[src/rtl/dsc_pkg.sv]
package dsc_pkg;

  typedef enum logic [1:0] {
    TAG_SETTLED   = 2'b00,
    TAG_UNSETTLED = 2'b01,
    TAG_PARTIAL   = 2'b10
  } tag_e;

  // terminal count of the period counter for ratio code c: 2^(base+c) - 1
  function automatic int unsigned period_last(input int unsigned code,
                                              input int unsigned base_log2);
    return (32'd1 << (base_log2 + code)) - 32'd1;
  endfunction

endpackage

[src/rtl/dsc_rst_sync.sv]
module dsc_rst_sync #(
  parameter int unsigned STAGES = 2
) (
  input  logic clk,
  input  logic arst_n,
  output logic rst_n_sync
);
  logic [STAGES-1:0] chain_q;

  always_ff @(posedge clk or negedge arst_n) begin
    if (!arst_n) chain_q <= '0;
    else         chain_q <= {chain_q[STAGES-2:0], 1'b1};
  end

  assign rst_n_sync = chain_q[STAGES-1];
endmodule

[src/rtl/dsc_period_timer.sv]
module dsc_period_timer #(
  parameter int unsigned CODE_W    = 3,
  parameter int unsigned BASE_LOG2 = 5,
  parameter int unsigned LEN_W     = 12
) (
  input  logic              clk,
  input  logic              rst_n,
  input  logic              sync,
  input  logic [CODE_W-1:0] osr_sel,
  output logic              conv_done
);
  logic [CODE_W-1:0] code_q, code_d;
  logic [LEN_W-1:0]  ctr_q, ctr_d, last_cnt;
  logic              at_end;

  assign last_cnt  = LEN_W'(dsc_pkg::period_last(int'(code_q), BASE_LOG2));
  assign at_end    = (ctr_q == last_cnt);
  assign conv_done = at_end && !sync;

  always_comb begin
    code_d = code_q;
    ctr_d  = ctr_q;
    if (sync) begin
      code_d = osr_sel;
      ctr_d  = '0;
    end else if (at_end) begin
      ctr_d  = '0;
    end else begin
      ctr_d  = ctr_q + 1'b1;
    end
  end

  always_ff @(posedge clk or negedge rst_n) begin
    if (!rst_n) begin
      code_q <= '0;
      ctr_q  <= '0;
    end else begin
      code_q <= code_d;
      ctr_q  <= ctr_d;
    end
  end

  // the phase counter never passes the terminal count of the latched ratio
  assert_ctr_in_period_R1: assert property (@(posedge clk) disable iff (!rst_n)
    ctr_q <= last_cnt);
  // the latched ratio changes only on a sync
  assert_code_hold_R7: assert property (@(posedge clk) disable iff (!rst_n)
    !sync |=> $stable(code_q));
endmodule

[src/rtl/dsc_settle_track.sv]
module dsc_settle_track #(
  parameter int unsigned SETTLE_N = 68,
  parameter int unsigned PART_N   = 69
) (
  input  logic       clk,
  input  logic       rst_n,
  input  logic       sync,
  input  logic       mode_in,
  input  logic       step,
  input  logic       conv_done,
  output logic       deliver,
  output logic [1:0] tag_now,
  output logic       mode_q
);
  localparam int unsigned CW = $clog2(SETTLE_N + 1);
  localparam int unsigned PW = $clog2(PART_N + 1);
  localparam logic [CW-1:0] SETTLE_CNT = CW'(SETTLE_N);
  localparam logic [PW-1:0] PART_CNT   = PW'(PART_N);

  logic          mode_d;
  logic [CW-1:0] conv_q, conv_d;
  logic [PW-1:0] part_q, part_d;
  logic          settled;

  assign settled = (conv_q == SETTLE_CNT);
  assign deliver = conv_done && (!mode_q || settled);

  always_comb begin
    if (!settled)          tag_now = dsc_pkg::TAG_UNSETTLED;
    else if (part_q != '0) tag_now = dsc_pkg::TAG_PARTIAL;
    else                   tag_now = dsc_pkg::TAG_SETTLED;
  end

  always_comb begin
    mode_d = mode_q;
    conv_d = conv_q;
    part_d = part_q;
    if (sync) begin
      mode_d = mode_in;
      conv_d = '0;
      part_d = '0;
    end else begin
      if (conv_done && !settled)
        conv_d = conv_q + 1'b1;
      if (step)
        part_d = PART_CNT;
      else if (conv_done && part_q != '0)
        part_d = part_q - 1'b1;
    end
  end

  always_ff @(posedge clk or negedge rst_n) begin
    if (!rst_n) begin
      mode_q <= 1'b1;
      conv_q <= '0;
      part_q <= '0;
    end else begin
      mode_q <= mode_d;
      conv_q <= conv_d;
      part_q <= part_d;
    end
  end

  // the settling count saturates at the settling length
  assert_conv_cap_R3: assert property (@(posedge clk) disable iff (!rst_n)
    conv_q <= SETTLE_CNT);
  // the partial window never exceeds its length
  assert_part_cap_R5: assert property (@(posedge clk) disable iff (!rst_n)
    part_q <= PART_CNT);
  // the latched mode changes only on a sync
  assert_mode_hold_R7: assert property (@(posedge clk) disable iff (!rst_n)
    !sync |=> $stable(mode_q));
endmodule

[src/rtl/dec_settle_ctrl.sv]
module dec_settle_ctrl #(
  parameter int unsigned CODE_W    = 3,
  parameter int unsigned BASE_LOG2 = 5,
  parameter int unsigned SETTLE_N  = 68,
  parameter int unsigned PART_N    = 69
) (
  input  logic              mclk,
  input  logic              arst_n,
  input  logic [CODE_W-1:0] osr_sel,
  input  logic              settled_mode,
  input  logic              sync_pulse,
  input  logic              step_det,
  output logic              drdy,
  output logic              data_valid,
  output logic [1:0]        result_tag
);
  localparam int unsigned LEN_W = BASE_LOG2 + (1 << CODE_W) - 1;

  logic       rst_s;
  logic       conv_done, deliver, mode_lat;
  logic [1:0] tag_now;
  logic       drdy_d, valid_d;
  logic [1:0] tag_d;

  dsc_rst_sync #(.STAGES(2)) u_rst (
    .clk(mclk), .arst_n(arst_n), .rst_n_sync(rst_s)
  );

  dsc_period_timer #(.CODE_W(CODE_W), .BASE_LOG2(BASE_LOG2), .LEN_W(LEN_W)) u_timer (
    .clk(mclk), .rst_n(rst_s), .sync(sync_pulse), .osr_sel(osr_sel),
    .conv_done(conv_done)
  );

  dsc_settle_track #(.SETTLE_N(SETTLE_N), .PART_N(PART_N)) u_track (
    .clk(mclk), .rst_n(rst_s), .sync(sync_pulse), .mode_in(settled_mode),
    .step(step_det), .conv_done(conv_done), .deliver(deliver),
    .tag_now(tag_now), .mode_q(mode_lat)
  );

  always_comb begin
    drdy_d  = deliver;
    tag_d   = deliver ? tag_now : result_tag;
    valid_d = sync_pulse ? 1'b0 : (deliver ? 1'b1 : data_valid);
  end

  always_ff @(posedge mclk or negedge rst_s) begin
    if (!rst_s) begin
      drdy       <= 1'b0;
      data_valid <= 1'b0;
      result_tag <= dsc_pkg::TAG_SETTLED;
    end else begin
      drdy       <= drdy_d;
      data_valid <= valid_d;
      result_tag <= tag_d;
    end
  end

  // strobe never lasts two cycles
  assert_drdy_single_R2: assert property (@(posedge mclk) disable iff (!rst_s)
    drdy |=> !drdy);
  // a strobe always comes with the valid flag
  assert_valid_with_drdy_R8: assert property (@(posedge mclk) disable iff (!rst_s)
    drdy |-> data_valid);
  // a sync clears strobe and valid on the next cycle
  assert_sync_clears_R6: assert property (@(posedge mclk) disable iff (!rst_s)
    sync_pulse |=> (!drdy && !data_valid));
  // settled mode never delivers an unsettled tag
  assert_no_unsettled_out_R3: assert property (@(posedge mclk) disable iff (!rst_s)
    (drdy && mode_lat) |-> (result_tag != 2'b01));
endmodule

[config.mk]
export PLATFORM = sky130hd
export DESIGN_NAME = dec_settle_ctrl
export DESIGN_NICKNAME = d
export VERILOG_FILES = /design/src/rtl/dsc_pkg.sv /design/src/rtl/dsc_rst_sync.sv /design/src/rtl/dsc_period_timer.sv /design/src/rtl/dsc_settle_track.sv /design/src/rtl/dec_settle_ctrl.sv
export SDC_FILE = /design/constraint.sdc
export NUM_CORES = 1
export LEC_CHECK = 0
export ABC_AREA = 0
export CAP_MARGIN = 20
export CORE_UTILIZATION = 30
export CTS_BUF_LIST = sky130_fd_sc_hd__clkbuf_16
export DETAILED_ROUTE_END_ITERATION = 12
export GPL_ROUTABILITY_DRIVEN = 1
export PLACE_DENSITY_LB_ADDON = 0.08
export SLEW_MARGIN = 20
export SYNTH_ARGS = -nofsm -noshare
export SYNTH_HDL_FRONTEND = slang
export SYNTH_HIERARCHICAL = 1
export SYNTH_SLANG_ARGS = --single-unit
[constraint.sdc]
create_clock -name mclk -period 2.95 [get_ports mclk]
set_input_delay 0.295 -clock mclk [delete_from_list [all_inputs] [get_ports mclk]]
set_output_delay 0.295 -clock mclk [all_outputs]
set_load 0.1 [all_outputs]
-- Word-level counts from Yosys, hierarchy flattened
Cells that the tools add are included.
- register bits after elaboration: 36
- input port bits: 8
- logic and storage cells: 40
- output and inout port bits: 4
- shift operators: 1
- equality and inequality tests: 2
- add/subtract/negate cells: 5
- mux-type cells: 11
- reductions and logical operators: 12
- operators by type and width (kind ; number):
    $mux 7 ; 5
    $shl 1x32->12 const A ; 1
    $mux 12 ; 2
    $add 12x1->12 const B ; 1
    $eq 12x12->1 ; 1
    $sub 12x1->12 const B ; 1
    $add 7x1->7 const B ; 1
    $eq 7x7->1 const B ; 1
    $reduce_bool 7->1 ; 1
    $sub 7x1->7 const B ; 1
    $add 3x3->4 const A ; 1
    $logic_and 1x1->1 ; 4
    $mux 2 ; 2
    $reduce_bool 2->1 ; 2
    $logic_not 1->1 ; 3
    $reduce_bool 3->1 ; 1
    $mux 1 ; 2
    $logic_or 1x1->1 ; 1

-- Longest topological paths before layout
Gate-level depths: netlist (run 1).
- depth after elaboration: 9
- gate-level depth with buffers: 11
- depth with buffers taken out: 9

-- By module
Netlist (run 1), hierarchy kept.
- by module, submodules not included (module ; cells each ; seq. area each (um2) ; area each (um2) ; times used):
    dsc_period_timer ; 107 ; 375.4 ; 1086.0 ; 1
    dsc_settle_track ; 93 ; 376.6 ; 897.1 ; 1
    dec_settle_ctrl ; 7 ; 100.1 ; 132.6 ; 1
    dsc_rst_sync ; 3 ; 50.0 ; 53.8 ; 1

-- Least setup slack after synthesis (run 1)
Ideal clock, no wire load.
- kind: reg2reg
- start point: reg u_timer.ctr_q[6]
- end point: reg u_track.part_q[5]
- period minus slack after synthesis: 2.478 ns
- path slack: 0.472 ns
- path buffers: 2
- required time: 2.871 ns
- arrival time: 2.399 ns
- stages on the path, launching flop included: 11
- cell sequence: dfrtp_1 -> buf_6 -> nand2b_4 -> a211o_1 -> a21o_1 -> a31oi_2 -> and3b_1 -> clkbuf_2 -> or3b_1 -> nor4_1 -> mux2i_1
- longest elaborated chain between the ends: 4
- RTL lines (item ; RTL line ; RTL):
    start, declared ; dsc_period_timer.sv:13 ; logic [LEN_W-1:0] ctr_q, ctr_d, last_cnt;
    start signal, assigned ; dsc_period_timer.sv:39 ; ctr_q <= ctr_d;
    $eq 12x12->1 ; dsc_period_timer.sv:17 ; assign at_end = (ctr_q == last_cnt);
    $logic_and 1x1->1 ; dsc_period_timer.sv:18 ; assign conv_done = at_end && !sync;
    net conv_done ; dec_settle_ctrl.sv:20 ; logic conv_done, deliver, mode_lat;
    $logic_and 1x1->1 ; dsc_settle_track.sv:47 ; else if (conv_done && part_q != '0)
    $reduce_bool 3->1 (no line) ; - ;
    end signal, assigned ; dsc_settle_track.sv:60 ; part_q <= part_d;
    end, declared ; dsc_settle_track.sv:22 ; logic [PW-1:0] part_q, part_d;
The timed path passes the listed nets, and every way through them passes these cells.
A chain may end at the register's enable or synchronous reset.

-- Final worst setup path (run 1)
Same ends and word-level chain as after synthesis.

==> summary.md, run 1 <==
| Metric | Value |
|---|---|
| Slew headroom | 0.664 |
| Area Overhead vs Synth | 15.4% |
| Top FF cell, synth | dfrtp_1 |
| Power Density | 499 nW/um^2 |
| Worst setup SP type | flop |
| Post-synth top area share | 0.404 |
| Ys async rst share | 1.00 |
| Nets@finish | 234 |
| Fin. Hold Viols | 0 |
| Lkg Pwr | 0.982 nW |
| Main area contributors after synthesis | dfrtp_1 40%, a211oi_2 6.3%, ha_1 3.5%, xor2_1 3.2%, mux2_2 3.1% |
| Total grt overflow | 0 |
| WL final | 4.71 mm |
| Fin crit period | 2.55 ns |
| Least-Margin Pin Slew | 0.491 ns |
| Non-filler instance count after layout | 317 |
| Initial antenna violation count | 0 |
| Final ANT Viol Nets | 0 |
| Area of the multi-input gates | 1150 um^2 |
| Unrepaired setup endpoints after global routing | no |
| Placed Cells | 309 |
| CTS Sinks | 36 |
| WS Path Type | reg2reg |
| Final slew viol count | 0 |
| Worst min path class | in2async |
| Post-CTS setup buffer count | 0 |
| Worst-path clk slew | 0.06 ns |
| DRT Pass-1 Iters | 4 |
| Post-Route Utilization | 0.363 |
| Avg Cell Area, Syn | 10.3 um^2 |
| Sequential cell area | 902 um^2 |
| Synth unique cells | 59 |
| Max Cap Violations | 0 |
| Initial Util | 0.314 |
| Die area | 7580 um^2 |
| Vias post-DR | 1625 |
| Die W | 87.0 um |
| Die Ht | 87.0 um |
| CTS max path bufs | 2 |
| R2r setup slk | 0.40 ns |
| DP HPWL | 3.20 mm |
| Routed wire per std cell | 14.8 um |
| Post-synth EDFFs | 0 |
| Diodes inserted | 0 |
| # IOs | 12 |
| Yosys top cell by area | dfrtp_1 |
| FMAX | 392 MHz |
| Crit end category | flop |
| Sequential-to-total area share from yosys stat | 0.416 |
| Layout cells sized above 1 | 0.213 |
| Tcrit/Tclk final | 0.864 |
| Seq cells post-synth | 36 |
| Worst VDD drop | 0.000196 V |
| GPL Wtd Cong | 0.730 |
| Worst-case reg-to-reg path depth | 8 |
| Number of hold buffers added after cts | 0 |
| Placeable core area | 6910 um^2 |
| Pin count of the biggest net entering global routing | 34 |
| Outcome | finished clean |
| CP max FO | 10 |
| Gate Count Post-Synth | 210 |
| DRT iter0 DRCs | 59 |
| Port bufs | 11 |
| Drt via density | 5.13 |
| Endpoints failing setup | 0 |
| GRT Util Overall | 0.142 |
| H-tree Lvls | 2 |
| Resized cells post-CTS | 0 |
| Critical path arrival | 2.75 ns |
| Synth Cell Area | 2170 um^2 |
| CTS Root Cell | clkbuf_16 |
| Worst Skew | 0.00538 ns |
| Ys Warns | 6 |
| Number of global-route vias before repair | 1616 |
| Row cnt | 30 |
| Worst R2R End | u_track/part_q[5] |
| First-pass GRT wire length | 8.08 mm |
| Final setup TNS | 0 ns |
| Worst reg2reg path startpoint | u_timer/ctr_q[6] |
| DRC violations left | 0 |
| Total CTS buffers | 5 |
| Fillers | 697 |
| CP required | 3.16 ns |
| CTS tree | done |
| Clk_lat worst skew | 0.29 ns |
-- cell type report --
| cell class | instances | share of cell area |
|---|---|---|
| timing repair buffer | 16 | 0.0550 |
| clock buffer | 5 | 0.0500 |
| clock inverter | 3 | 0.0170 |
| inverter | 8 | 0.0120 |
| multi-input combinational | 153 | 0.458 |
| sequential | 36 | 0.360 |
| tap | 96 | 0.0480 |
-- metrics by stage --
stage | setup slack [ns] | hold slack (ns) | area (um^2) | power (mW)
global route | 0.162 | 0.164 | 2500 | 1.30
floorplan | 0.472 | -0.000591 | 2170 | 0.619
CTS | 0.390 | 0.160 | 2500 | 1.27
detailed placement | 0.420 | 0.219 | 2340 | 0.644
finish | 0.401 | 0.163 | 2500 | 1.25
global placement | 0.501 | 0.220 | 2340 | 0.643
-- Yosys cell counts (2+ instances only) --
library cell,number
a2111oi_0,2
a211oi_1,2
a211oi_2,11
a21boi_1,2
a21o_1,2
a21oi_1,10
and2_1,2
and3_2,2
buf_2,3
buf_6,4
clkbuf_1,4
conb_1,2
dfrtp_1,35
ha_1,6
inv_1,8
mux2_2,6
mux2i_1,3
nand2_1,10
nand2b_1,4
nand3_1,8
nand4_1,5
nor2_1,11
nor3_1,5
nor4_1,4
o21ai_0,7
o21ai_1,2
o21ba_2,2
or3_1,6
xnor2_1,5
xor2_1,8
-- how the worst max path moves through the flow --
| stage | startpoint | endpoint |
|---|---|---|
| after floorplan | u_timer/ctr_q[6] | u_track/part_q[5] |
| after global placement | u_timer/ctr_q[6] | u_track/part_q[5] |
| after detailed placement | u_timer/ctr_q[6] | u_track/part_q[5] |
| after CTS | u_timer/ctr_q[6] | u_track/part_q[5] |
| after global routing | u_timer/code_q[0] | u_track/part_q[5] |
| final | u_timer/ctr_q[6] | u_track/part_q[5] |
-- worst max-delay path, cell delays in order, from the launching register on --
cell	delay [ns]
dfrtp_1	0.48
nand2b_4	0.18
a211o_1	0.29
a21o_1	0.19
a31oi_2	0.20
and3b_1	0.24
or3b_1	0.39
nor4_1	0.26
mux2i_1	0.22
-- cells by family (layout without fill, tap and decap cells) --
kind of cell / Yosys count / after routing / share of synthesized area
fa+ha+maj: 7 / 7 / 0.0398
simple gates: 72 / 72 / 0.204
compound gates: 49 / 49 / 0.182
buf+inv: 22 / 32 / 0.0577
xor+xnor: 13 / 13 / 0.0525
flops: 36 / 36 / 0.416
mux: 9 / 9 / 0.0450
other cells: 2 / 3 / 0.00346
-- registers in the layout (all words and copies together) (netlist names) --
signal,cells
data_valid,1
result_tag,2
u_rst/chain_q,2
drdy,1
u_track/conv_q,7
u_track/mode_q,1
u_timer/ctr_q,12
u_track/part_q,7
u_timer/code_q,3
-- power by group --
| part | internal (mW) | total [mW] | switching (mW) |
|---|---|---|---|
| combinational | 0.0465 | 0.104 | 0.0573 |
| clock | 0.397 | 0.614 | 0.217 |
| sequential | 0.508 | 0.531 | 0.0233 |
-- metal layers --
layer  vias up  routed length [um]  track usage
met1       806                2340        0.197
met4         0                  98       0.0682
met5         -                   0            0
met3         8                 191       0.0322
li1        782                   -            -
met2        29                2080        0.208
-- cells in the final DEF (no fill, tap or decap), types with 8 or more instances in the layout --
cell	n
a211oi_2	11
nand2_1	10
dfrtp_1	35
nand3_1	8
xor2_1	8
a21oi_1	10
buf_4	9
inv_1	8
nor2_1	11
No activity file was read; power rests on OpenSTA's default activity.
==> run 2, diff against run 1 <==
Settings changed: CORE_ASPECT_RATIO set to 0.5, CORE_UTILIZATION 30 to 55.
==> run 2 against run 1 <==
Compared with the run above:
- final cell count decreased by 14%
- global-route usage is 7.7 points higher
- die area fell by 44%
- wire length down 15%
- setup slack got worse by 0.0022 ns
- non-clock buffer count unchanged
- clock power fell by 4.9%
- sequential share of layout area rose by 0.90 points
- critical path depth is the same
- flip-flop and latch count unchanged
- combinational power about the same
- maximum frequency about the same
- largest cell class unchanged
- highest routed layer unchanged
==> summary.md, run 2 (synthesized netlist as in run 1, its figures left out) <==
| Metric | Value |
|---|---|
| Outcome | finished clean |
| Commonest non-fill, non-tap cell in the layout | dfrtp_1 |
| Drt via density | 5.82 |
| WL final | 3.98 mm |
| WS Path Type | reg2reg |
| Post-CTS setup buffer count | 0 |
| Lkg Pwr | 0.981 nW |
| CTS Sinks | 36 |
| Worst-case reg-to-reg path depth | 8 |
| Setup ws final | 0.399 ns |
| Biggest regs | u_timer/ctr_q (12), u_track/conv_q (7), u_track/part_q (7) |
| Routed wire per std cell | 14.6 um |
| Initial Util | 0.602 |
| CTS Root Cell | clkbuf_16 |
| Unrepaired setup endpoints after global routing | no |
| Row cnt | 15 |
| Die area | 4210 um^2 |
| Worst min path class | in2async |
| Fin crit period | 2.55 ns |
| Endpoints failing setup | 0 |
| Number of global-route vias before repair | 1522 |
| Most frequent cells in the layout | 35 x dfrtp_1, 11 x a211oi_2, 11 x nor2_1 |
| Worst R2R End | u_track/part_q[5] |
| GPL Wtd Cong | 0.837 |
| Diodes inserted | 0 |
| Number of hold buffers added after cts | 0 |
| Power Density | 499 nW/um^2 |
| Placed Cells | 264 |
| Resized cells post-CTS | 0 |
| Least-Margin Pin Slew | 0.671 ns |
| Clk_lat worst skew | 0.28 ns |
| Layout cells sized above 1 | 0.204 |
| Die W | 90.8 um |
| Vias post-DR | 1582 |
| Final slew viol count | 0 |
| CTS max path bufs | 2 |
| Total grt overflow | 0 |
| Critical path arrival | 2.75 ns |
| H-tree Lvls | 2 |
| Design Power | 1.22 mW |
| Worst setup SP type | flop |
| Port bufs | 11 |
| # IOs | 12 |
| First-pass GRT wire length | 6.98 mm |
| Crit end category | flop |
| Die Ht | 46.4 um |
| DRT iter0 DRCs | 47 |
| Total CTS buffers | 5 |
| Worst Skew | 0.00404 ns |
| Largest register FFs | 12 |
| R2r setup slk | 0.40 ns |
| GRT Util Overall | 0.219 |
| Worst VDD drop | 0.000208 V |
| Worst-path clk slew | 0.05 ns |
| Hold slack | 0.177 ns |
| Worst reg2reg path startpoint | u_timer/ctr_q[6] |
| Area Overhead vs Synth | 12.6% |
| Most flops, register | u_timer/ctr_q |
| Pin count of the biggest net entering global routing | 34 |
| Pre-CTS WS | 0.444 ns |
| Initial antenna violation count | 0 |
| Max Cap Violations | 0 |
| Tcrit/Tclk final | 0.865 |
| CP required | 3.15 ns |
| DRT Pass-1 Iters | 4 |
| Final setup TNS | 0 ns |
| Final ANT Viol Nets | 0 |
| CP max FO | 10 |
| Slew headroom | 0.553 |
| DP HPWL | 2.75 mm |
| Fin. Hold Viols | 0 |
| CTS tree | done |
| Non-filler instance count after layout | 272 |
| Placeable core area | 3600 um^2 |
| DRC violations left | 0 |
| FMAX | 392 MHz |
| Nets@finish | 234 |
run 2: cell types whose count changed in the layout (fill, tap and decap cells not counted), sizes merged:
cell and delta:
clkinvlp -1, clkinv +1
run 2: final cells by class:
cell class,instances,area (um^2)
inverter,8,30.0
fill,290,1160
tap,51,63.8
timing repair buffer,16,138
sequential,36,902
clock inverter,3,37.5
multi-input combinational,153,1150
clock buffer,5,125
run 2: metrics by stage:
stage,instance area (um^2),utilization
2_1_floorplan,2170,-
3_3_place_gp,2280,0.633
3_5_place_dp,2280,0.633
4_1_cts,2440,0.678
5_1_grt,2440,0.678
6_report,2440,0.678
run 2: report_power, final:
part           switching, mW  internal (mW)  total, mW
Clock                  0.192          0.392      0.584
Sequential            0.0240          0.508      0.532
Combinational         0.0554         0.0467      0.102
run 2: worst max-delay path, cell delays in order, from the launching register on:
cell and delay [ns]:
dfrtp_1 0.47, nand2b_4 0.18, a211o_1 0.29, a21o_1 0.18, a31oi_2 0.20, and3b_1 0.24
or3b_1 0.41, nor4_1 0.28, mux2i_1 0.22
run 2: worst max-delay path by stage:
stage,slack (ns),startpoint,cells after the start,end
finish,0.40,u_timer/ctr_q[6],8,u_track/part_q[5]
global route,0.26,u_timer/ctr_q[6],8,u_track/part_q[5]
CTS,0.43,u_timer/ctr_q[6],8,u_track/part_q[5]
detailed placement,0.44,u_timer/ctr_q[6],8,u_track/part_q[5]
global placement,0.53,u_timer/ctr_q[6],8,u_track/part_q[5]
floorplan,0.47,u_timer/ctr_q[6],10,u_track/part_q[5]
run 2: metal layers:
metal  track usage  vias up  wire length, um
met3        0.0545        5              139
li1              -      780                -
met4        0.0698        0               29
met1         0.281      770             1940
met5             0        -                0
met2         0.380       27             1870
